File: src/rtl/mcc_pkg.sv
package mcc_pkg;
    typedef enum logic [2:0] {
        ST_IDLE,
        ST_ENTER,
        ST_WAIT,
        ST_ACK,
        ST_EXIT
    } mcc_state_t;

    localparam int REGION_W = 2;
    localparam int NUM_REGIONS = 1 << REGION_W;
    localparam logic [REGION_W-1:0] RGN_SRAM  = 2'b00;
    localparam logic [REGION_W-1:0] RGN_IO0   = 2'b01;
    localparam logic [REGION_W-1:0] RGN_IO1   = 2'b10;
    localparam logic [REGION_W-1:0] RGN_FLASH = 2'b11;
endpackage

File: src/rtl/mcc_wait_timer.sv
module mcc_wait_timer
    import mcc_pkg::*;
#(
    parameter int CNT_W   = 4,
    parameter int K_SRAM  = 0,
    parameter int K_IO0   = 4,
    parameter int K_IO1   = 1,
    parameter int K_FLASH = 3
) (
    input  logic                clk,
    input  logic                rst,
    input  logic                load,
    input  logic                dec,
    input  logic                clr,
    input  logic [REGION_W-1:0] sel,
    output logic                is_zero,
    output logic                is_one
);
    logic [CNT_W-1:0] cnt;
    logic [CNT_W-1:0] load_val;

    always_comb begin
        unique case (sel)
            RGN_SRAM:  load_val = CNT_W'(K_SRAM);
            RGN_IO0:   load_val = CNT_W'(K_IO0);
            RGN_IO1:   load_val = CNT_W'(K_IO1);
            default:   load_val = CNT_W'(K_FLASH);
        endcase
    end

    always_ff @(posedge clk) begin
        if (rst || clr) begin
            cnt <= '0;
        end else if (load) begin
            cnt <= load_val;
        end else if (dec) begin
            cnt <= cnt - 1'b1;
        end
    end

    assign is_zero = (cnt == '0);
    assign is_one  = (cnt == CNT_W'(1));


    wait_no_underflow_chk: assert property (@(posedge clk) disable iff (rst)
        dec |-> (cnt != '0));


    wait_reset_clear_chk: assert property (@(posedge clk)
        rst |=> (cnt == '0));
endmodule

File: src/rtl/mcc_strobe_decode.sv
module mcc_strobe_decode
    import mcc_pkg::*;
(
    input  logic                active,
    input  logic                rd,
    input  logic [REGION_W-1:0] sel,
    output logic                sram_cs_n,
    output logic                sram_oe_n,
    output logic [1:0]          io_cs_n,
    output logic                io_oe_n,
    output logic                flash_cs_n,
    output logic                flash_oe_n
);
    logic [NUM_REGIONS-1:0] hit;

    for (genvar g = 0; g < NUM_REGIONS; g++) begin : g_hit
        assign hit[g] = active && (sel == REGION_W'(g));
    end

    assign sram_cs_n  = ~hit[RGN_SRAM];
    assign io_cs_n[0] = ~hit[RGN_IO0];
    assign io_cs_n[1] = ~hit[RGN_IO1];
    assign flash_cs_n = ~hit[RGN_FLASH];

    assign sram_oe_n  = ~(hit[RGN_SRAM] && rd);
    assign io_oe_n    = ~((hit[RGN_IO0] || hit[RGN_IO1]) && rd);
    assign flash_oe_n = ~(hit[RGN_FLASH] && rd);
endmodule

File: src/rtl/mem_cycle_ctrl.sv
module mem_cycle_ctrl
    import mcc_pkg::*;
#(
    parameter int CNT_W   = 4,
    parameter int K_SRAM  = 0,
    parameter int K_IO0   = 4,
    parameter int K_IO1   = 1,
    parameter int K_FLASH = 3
) (
    input  logic       clk,
    input  logic       rst,
    input  logic [1:0] region,
    input  logic       claim_n,
    input  logic       write_n,
    output logic       sram_cs_n,
    output logic       sram_oe_n,
    output logic [1:0] io_cs_n,
    output logic       io_oe_n,
    output logic       flash_cs_n,
    output logic       flash_oe_n,
    output logic       aack_n,
    output logic       ta_n
);
    mcc_state_t          state, nxt;
    logic [REGION_W-1:0] lat_region;
    logic                lat_rd;
    logic                accept, t_dec, t_clr, t_zero, t_one;
    logic                strobe_on, ack_on;

    assign accept = (state == ST_IDLE) && !claim_n;

    always_ff @(posedge clk) begin
        if (rst) begin
            state      <= ST_IDLE;
            lat_region <= RGN_SRAM;
            lat_rd     <= 1'b0;
        end else begin
            state <= nxt;
            if (accept) begin
                lat_region <= region;
                lat_rd     <= write_n;
            end
        end
    end

    always_comb begin
        nxt = state;
        unique case (state)
            ST_IDLE:  if (!claim_n) nxt = ST_ENTER;
            ST_ENTER: nxt = ((lat_region == RGN_SRAM) || t_zero) ? ST_ACK : ST_WAIT;
            ST_WAIT:  if (t_one) nxt = ST_ACK;
            ST_ACK:   nxt = ST_EXIT;
            ST_EXIT:  nxt = ST_IDLE;
            default:  nxt = ST_IDLE;
        endcase
    end

    always_comb begin
        strobe_on = 1'b0;
        ack_on    = 1'b0;
        t_dec     = 1'b0;
        t_clr     = 1'b0;
        unique case (state)
            ST_IDLE:  ;
            ST_ENTER: strobe_on = 1'b1;
            ST_WAIT:  begin strobe_on = 1'b1; t_dec = 1'b1; end
            ST_ACK:   begin strobe_on = 1'b1; ack_on = 1'b1; end
            ST_EXIT:  t_clr = 1'b1;
            default:  ;
        endcase
    end

    assign aack_n = ~ack_on;
    assign ta_n   = ~ack_on;

    mcc_wait_timer #(
        .CNT_W(CNT_W), .K_SRAM(K_SRAM), .K_IO0(K_IO0),
        .K_IO1(K_IO1), .K_FLASH(K_FLASH)
    ) u_timer (
        .clk(clk), .rst(rst), .load(accept), .dec(t_dec), .clr(t_clr),
        .sel(accept ? region : lat_region),
        .is_zero(t_zero), .is_one(t_one)
    );

    mcc_strobe_decode u_decode (
        .active(strobe_on), .rd(lat_rd), .sel(lat_region),
        .sram_cs_n(sram_cs_n), .sram_oe_n(sram_oe_n),
        .io_cs_n(io_cs_n), .io_oe_n(io_oe_n),
        .flash_cs_n(flash_cs_n), .flash_oe_n(flash_oe_n)
    );


    reset_idle_chk: assert property (@(posedge clk)
        rst |=> (aack_n && ta_n && sram_cs_n && flash_cs_n && (&io_cs_n)
                 && sram_oe_n && io_oe_n && flash_oe_n));


    one_select_chk: assert property (@(posedge clk) disable iff (rst)
        $countones({sram_cs_n, flash_cs_n, io_cs_n}) >= 3);


    oe_with_cs_chk: assert property (@(posedge clk) disable iff (rst)
        (!sram_oe_n |-> !sram_cs_n) and (!flash_oe_n |-> !flash_cs_n)
        and (!io_oe_n |-> !(&io_cs_n)));


    ack_single_chk: assert property (@(posedge clk) disable iff (rst)
        !ta_n |=> ta_n);


    exit_release_chk: assert property (@(posedge clk) disable iff (rst)
        !aack_n |=> (sram_cs_n && flash_cs_n && (&io_cs_n) && (state == ST_EXIT)));


    busy_hold_chk: assert property (@(posedge clk) disable iff (rst)
        (state != ST_IDLE) |=> $stable(lat_region) && $stable(lat_rd));
endmodule

File: config.mk
export PLATFORM = sky130hd
export DESIGN_NAME = mem_cycle_ctrl
export DESIGN_NICKNAME = d
export VERILOG_FILES = /design/src/rtl/mcc_pkg.sv /design/src/rtl/mcc_wait_timer.sv /design/src/rtl/mcc_strobe_decode.sv /design/src/rtl/mem_cycle_ctrl.sv
export SDC_FILE = /design/constraint.sdc
export NUM_CORES = 1
export LEC_CHECK = 0
export BUFFER_PORTS_ARGS = -buffer_cell sky130_fd_sc_hd__buf_4
export CAP_MARGIN = 40
export CORE_MARGIN = 2
export CORE_UTILIZATION = 45
export DETAILED_ROUTE_END_ITERATION = 16
export GPL_TIMING_DRIVEN = 0
export PLACE_DENSITY_LB_ADDON = 0.12
export SETUP_SLACK_MARGIN = 0.2
export SLEW_MARGIN = 20
export SYNTH_ARGS = -nofsm -noshare
export SYNTH_HDL_FRONTEND = slang
export SYNTH_SLANG_ARGS = --single-unit
File: constraint.sdc
create_clock -name clk -period 1.4 [get_ports clk]
set_input_delay 0.14 -clock clk [delete_from_list [all_inputs] [get_ports clk]]
set_output_delay 0.14 -clock clk [all_outputs]
set_load 0.02 [all_outputs]
==> results of run 1 <==
sequential cells by signal, indices dropped and copies added, names as in the netlist:
register and flops:
lat_rd 1, state 3, u_timer.cnt 4, lat_region 2
logic make-up after synthesis:
kind of cell	Yosys count	synth area share, %
AO/OA/AOI/OAI	16	17.60
adder cells (fa/ha/maj)	2	3.868
multiplexers	3	4.642
flip-flops	10	30.95
XOR/XNOR	3	4.063
AND/OR/NAND/NOR	35	29.01
buffers and inverters	11	9.864
worst paths after layout:
check	start	endpoint	slack, ns	cells after the start
max	state[1]$_SDFFE_PP0P_	u_timer.cnt[2]$_SDFFE_PP0P_	-0.07	4
min	claim_n	state[0]$_SDFFE_PP0P_	0.08	2
max reg2reg	state[1]$_SDFFE_PP0P_	u_timer.cnt[2]$_SDFFE_PP0P_	-0.07	4
min reg2reg	u_timer.cnt[3]$_SDFFE_PP0P_	u_timer.cnt[3]$_SDFFE_PP0P_	0.56	2
cells in the final DEF, fill, tap and decap left out, types with 2 or more instances in the layout:
cell      count
buf_4        16
buf_6        11
nor2_1        8
dfxtp_1       7
clkbuf_4      5
nand2b_1      4
a21oi_1       4
inv_1         3
nand3_2       3
mux2i_1       3
nor3_1        3
a21oi_2       3
nand2_1       3
dfxtp_2       3
nand2_2       2
nor2_4        2
nand3b_1      2
o21ai_1       2
o21bai_1      2
xnor2_1       2
ha_1          2
timing repair:
action	in CTS	in global routing
setup endpoints to repair	17	17
pin swaps	3	7
gates cloned	0	0
gates resized for setup	18	18
setup buffers	6	4
area by class of cell:
class                   instances  area, µm²
multi-input cells              59      466.7
fillers                        95      302.8
flip-flops and latches         10      203.9
repair buffers                 23      198.9
plain buffers                   8      78.83
clock buffers                   4      36.28
well taps                      15      18.77
inverters                       3      11.26
power by group through the flow:
stage / logic, mW / registers, mW / clock network [mW]
6_report: 1.25 / 0.465 / 0.275
2_1_floorplan: 0.715 / 0.439 / 0
5_1_grt: 1.37 / 0.477 / 0.291
3_5_place_dp: 0.899 / 0.457 / 0
3_3_place_gp: 0.881 / 0.457 / 0
4_1_cts: 1.08 / 0.458 / 0.279
per-layer routing:
| layer | track usage, % | wire (µm) | part of all wire [%] |
|---|---|---|---|
| met5 | 0 | 0 | 0 |
| met3 | 3.478 | 85 | 5.4 |
| met4 | 8.387 | 36 | 2.3 |
| met1 | 25.87 | 718 | 45 |
| met2 | 32.81 | 743 | 47 |
critical path, delay by kind of cell (launching register included):
kind	cells	cell delay (ns)
and+or+nand+nor	1	0.51
DFF	1	0.32
buffers and inverters	2	0.28
AOI/OAI and AO/OA	1	0.27
stage by stage:
step                cell area [µm²]  setup TNS (ns)  util (%)  power, mW  setup WS (ns)
floorplan                     674.4       -0.009331         -      1.154      -0.009331
global placement              790.8        -0.07642     60.02      1.338       -0.07426
detailed placement            790.8         -0.1189     60.02      1.356       -0.08839
CTS                           922.1         -0.3893     69.99      1.818       -0.06876
global route                   1015         -0.5940     77.02      2.133        -0.1241
finish                         1015         -0.1513     77.02      1.990       -0.07027
==> metrics.md, run 1 <==
| Metric | Value |
|---|---|
| H-Tree Depth | `1` |
| Sequential power share | `a little under a quarter` |
| Drt via density | `about 5.4` |
| Clock Latency Late Sink | `0.27 ns` |
| Final Critical Period | `approximately 1.5 ns` |
| Slowest cell on crit path | `or4_4` |
| TritonCTS clock tree | `yes` |
| Setup Viol. Count Final | `4` |
| Remaining Overflow, GRT | `0` |
| Max frequency | `just under 700 MHz` |
| DRC | `0` |
| Drt total wl | `1.583 mm` |
| Top-Level Pins | `15` |
| Max Slew Vio Count | `0` |
| Max Root-Sink Buffers | `2` |
| Leakage power | `0.4298 nW` |
| Synth cell count leaders | `dfxtp_1 (10), nor2_1 (10), a21oi_1 (7), nand2_1 (5), nand2b_1 (4)` |
| DRT iter0 DRCs | `8` |
| Avg Cell Area, Syn | `8.086 µm²` |
| Final Cycle Share | `105.0%` |
| Synthesized area | `roughly 650 µm²` |
| Most frequent CP cell | `buf_6` |
| Clock Pin Slew Worst Setup and Hold Paths | `0.07 ns` |
| # diodes | `0` |
| Worst Max-Slew Pin Slew | `0.4775 ns` |
| Crit-path cells | `buf_6 > or4_4 > buf_6 > a2111oi_4` |
| Hold slack | `between 0.08 and 0.09 ns` |
| Total number of vias | `661` |
| Slew HR | `about two thirds` |
| Failing checks | `negative setup slack` |
| Worst EP arrival | `1.65 ns` |
| Num CTS Buffers | `3` |
| Power share of the clock group | `13.8%` |
| Ranking of synthesized cells by area | `dfxtp_1 (31%), nor2_1 (5.8%), a21oi_1 (5.4%)` |
| RSZ-0062 raised after global routing | `yes` |
| Endpoints failing hold | `0` |
| WL/cell | `12.98 µm` |
| Row cnt | `13` |
| Worst EP required | `1.58 ns` |
| Top-area cell type share of the netlist area | `30.95%` |
| Gp weighted congestion | `0.7710` |
| Post-route ant nets | `0` |
| Hold buffer count at cts | `0` |
| Syn Inst Count | `80` |
| Hold Path Class | `in -> reg` |
| Initial Utilization | `49.10%` |
| Distinct cells, synth | `30` |
| Area leader, netlist | `dfxtp_1` |
| Die width | `approximately 42 µm` |
| Combinational power share | `between 60% and 70%` |
| HPWL Detailed | `about 1.0 mm` |
| First-pass GRT wire length | `2.718 mm` |
| Die footprint | `0.001757 mm²` |
| Share of cells above drive strength 1 | `51.40%` |
| Area growth syn-to-layout | `56.87%` |
| Crit Path Class | `reg -> reg` |
| Global Route Usage Sum | `20.09%` |
| Warning count from the yosys run | `0` |
| Switch Pwr | `0.8153 mW` |
| Crit Path Max Fanout | `8` |
| Setup Skew | `0.001183 ns` |
| Placed cell count | `108` |
| FFs w/ async S/R, synth | `0%` |
| Final nets | `between 100 and 150` |
| Worst vdd ir | `0.001180 V` |
| PwrDens | `1961 mW/mm²` |
| Register area share after synthesis | `30.95%` |
| MaxCap Viol Count | `0` |
| Crit end category | `register` |
| Pint | `1.175 mW` |
| CTS root buf | `clkbuf_4` |
| Number of synthesized flops with an enable pin | `0` |
| DR pass1 iterations | `4` |
| Vias in the first global route | `623` |
| Layout Cells excl Fill | `roughly 120` |
| Status | `finished with violations` |
| Largest net degree at the start of global routing | `11` |
| Ys flop type | `dfxtp_1` |
| Post-Syn Nets | `88` |
| Clk sinks | `10` |
| Antenna violations before repair | `0` |
| Slowest stage delay, CP | `0.51 ns` |
| Sw Ratio | `40.96%` |
| I/O Buffers | `13` |
| Die span in y | `41.92 µm` |
| Post-route setup slack | `-0.07027 ns` |
| #FFs+latches synth | `10` |
| Core ar. | `about 0.0013 mm²` |
| CP Launch Type | `register` |
Power figures use the tool's default switching activity.
==> run 2: changes to the inputs <==
- CORE_ASPECT_RATIO: not set -> 1.25
- CORE_UTILIZATION: 45 -> 30
==> run 2 against run 1 <==
  * The run still ends with negative setup slack left
  * Non-clock buffer count fell by 3
  * Cell count rose by 0.82%
  * Sequential cell count did not move
  * Clock-buffer cell count fell by 1
  * Hold slack improved by 0.023 ns
  * Routed wire length fell by 6.9%
  * Global-route usage fell by 6.4 points
  * Clock skew rose by 0.0024 ns
  * Die area rose by 45%
  * Critical path type unchanged
==> metrics.md, run 2 (same netlist as run 1, synthesis figures left out) <==
| Metric | Value |
|---|---|
| Status | `finished with violations` |
| Failing checks | `negative setup slack` |
| Worst vdd ir | `0.0007366 V (-38%)` |
| Max frequency | `687.9 MHz (+1.1%)` |
| Endpoints failing hold | `0 (unchanged)` |
| DRT iter0 DRCs | `3 (-5)` |
| Slew HR | `69.26% (+1.1 points)` |
| Die span in y | `55.92 µm (+33%)` |
| Most frequent cells in the layout | `buf_4 (18), nor2_1 (8), dfxtp_1 (8)` |
| Crit Path Class | `reg -> reg` |
| Num CTS Buffers | `3 (unchanged)` |
| Final Core Density | `46.50% (-31 points)` |
| Max Root-Sink Buffers | `2 (unchanged)` |
| Final Critical Period | `1.454 ns (-0.01667 ns)` |
| Sequential power share | `25.7% (+2.3 points)` |
| H-Tree Depth | `1 (unchanged)` |
| Post-route setup slack | `-0.05361 ns (+0.01667 ns)` |
| Antenna violations before repair | `0 (unchanged)` |
| Combinational power share | `63.2% (+0.4 points)` |
| DR pass1 iterations | `3 (-1)` |
| Initial Utilization | `32.27% (-17 points)` |
| Slowest cell on crit path | `or4_4` |
| CP Launch Type | `register` |
| Total number of vias | `622 (-5.9%)` |
| Leakage power | `0.3956 nW (-7.9%)` |
| Crit-path cells | `buf_6 > or4_4 > buf_8 > a21oi_2 > a2111oi_4` |
| Setup Viol. Count Final | `7 (+3)` |
| Filler cells | `198 (+110%)` |
| Crit Path Max Fanout | `8 (unchanged)` |
| First-pass GRT wire length | `2.566 mm (-5.6%)` |
| Dpl ws | `-0.09924 ns (-0.01085 ns)` |
| Remaining Overflow, GRT | `0 (unchanged)` |
| Pint | `1.038 mW (-12%)` |
| HPWL Detailed | `1.045 mm (+2.1%)` |
| Final nets | `113 (-2.6%)` |
| Hold Path Class | `in -> reg` |
| Share of cells above drive strength 1 | `44.66% (-6.7 points)` |
| Layout Cells excl Fill | `123 (+0.82%)` |
| Die width | `45.53 µm (+8.6%)` |
| Largest registers | `u_timer.cnt: 4 flops, state: 3 flops, lat_region: 2 flops` |
| Largest register by flop count | `u_timer.cnt` |
| Core ar. | `0.002004 mm² (+52%)` |
| Drt via density | `5.057 (-6.7%)` |
| Clk sinks | `10 (unchanged)` |
| Max reg flops | `4 (unchanged)` |
| Final instance area | `932.1 µm² (-8.1%)` |
| Commonest non-fill, non-tap cell in the layout | `buf_4` |
| Sw Ratio | `41.25% (+0.28 points)` |
| Placed cell count | `113 (+4.6%)` |
| Post-route ant nets | `0 (unchanged)` |
| Slowest stage delay, CP | `0.51 ns (about the same)` |
| MaxCap Viol Count | `0 (unchanged)` |
| Area growth syn-to-layout | `44.10%` |
| Crit end category | `register` |
| WL/cell | `11.98 µm (-7.6%)` |
| Row cnt | `18 (+5)` |
| Worst Max-Slew Pin Slew | `0.4611 ns (-0.01635 ns)` |
| Final Cycle Share | `103.8% (-1.2 points)` |
| Die footprint | `0.002546 mm² (+45%)` |
| Setup Skew | `0.003629 ns (+0.002446 ns)` |
| RSZ-0062 raised after global routing | `yes` |
| # diodes | `0 (unchanged)` |
| Vias in the first global route | `574 (-7.9%)` |
| Largest net degree at the start of global routing | `11 (unchanged)` |
| Global Route Usage Sum | `13.74% (-6.4 points)` |
| Power share of the clock group | `11.1% (-2.7 points)` |
| Clock Latency Late Sink | `0.26 ns (about the same)` |
| I/O Buffers | `13 (unchanged)` |
| Drt total wl | `1.474 mm (-6.9%)` |
| Clock Pin Slew Worst Setup and Hold Paths | `0.06 ns (about the same)` |
| CTS root buf | `clkbuf_4` |
| Hold buffer count at cts | `0 (unchanged)` |
| Gp weighted congestion | `0.6709 (-13%)` |
| Worst EP arrival | `1.60 ns (-0.05 ns)` |
| TritonCTS clock tree | `yes` |
| Switch Pwr | `0.7287 mW (-11%)` |
| Max Slew Vio Count | `0 (unchanged)` |
| PwrDens | `1895 mW/mm² (-3.4%)` |
| DRC | `0 (unchanged)` |
| Worst EP required | `1.55 ns (-0.03 ns)` |
| Placed cell areas | `797.0 µm² (+0.79%)` |
| Pwr Total | `1.767 mW (-11%)` |
| Top-Level Pins | `15 (unchanged)` |
[run 2: cell count changes in the layout (fill, tap and decap cells not counted), moves of 2 or more]
| cell | before | now |
|---|---|---|
| buf_4 | 16 | 18 |
| buf_6 | 11 | 6 |
| clkbuf_4 | 5 | 3 |
| nand3_1 | 0 | 3 |
| nand3_2 | 3 | 0 |
[run 2: path summary, 6_finish.rpt]
path         cells after the start                         from                     endpoint  slack, ns
min reg2reg                      2  u_timer.cnt[3]$_SDFFE_PP0P_  u_timer.cnt[3]$_SDFFE_PP0P_       0.55
max reg2reg                      5        state[0]$_SDFFE_PP0P_  u_timer.cnt[2]$_SDFFE_PP0P_      -0.05
min                              2                      claim_n        state[0]$_SDFFE_PP0P_       0.10
max                              5        state[0]$_SDFFE_PP0P_  u_timer.cnt[2]$_SDFFE_PP0P_      -0.05
[run 2: what timing repair did]
action,4_1_cts,5_1_grt
buffers inserted,6,1
setup endpoints to repair,17,17
gates resized for setup,18,2
pin swaps,5,2
[run 2: final cells by class]
| class | instances | area [µm²] | share of cell area (%) |
|---|---|---|---|
| flip-flops and latches | 10 | 202.7 | 21.74 |
| multi-input cells | 59 | 439.2 | 47.11 |
| well taps | 20 | 25.02 | 2.685 |
| repair buffers | 20 | 161.4 | 17.32 |
| plain buffers | 8 | 70.07 | 7.517 |
| clock buffers | 3 | 22.52 | 2.416 |
| inverters | 3 | 11.26 | 1.208 |
[run 2: metrics by stage]
step / TNS (ns) / hold WS, ns
floorplan: -0.009331 / 0.2525
global placement: -0.1104 / 0.3690
detailed placement: -0.1631 / 0.3778
CTS: -0.1090 / 0.1049
global route: -0.8442 / 0.1137
finish: -0.09071 / 0.1034
[run 2: layer usage]
layer	vias to the layer above	track usage [%]	wire [µm]
met3	5	2.922	67
met5	-	0	0
met2	15	22.33	767
met1	275	16.47	603
met4	0	6.303	36
li1	327	-	-
[run 2: worst max-delay path, delay by kind of cell (launching register included)]
family                 cells  cell delay (ns)
and+or+nand+nor            1             0.51
DFF                        1             0.30
buffers and inverters      2             0.28
AOI/OAI and AO/OA          2             0.24
[run 2: power groups by stage]
stage,clock network (mW),logic (mW),registers [mW]
5_1_grt,0.214,1.24,0.469
2_1_floorplan,0,0.715,0.439
6_report,0.196,1.12,0.454
3_5_place_dp,0,0.895,0.456
3_3_place_gp,0,0.897,0.455
4_1_cts,0.203,1.09,0.453
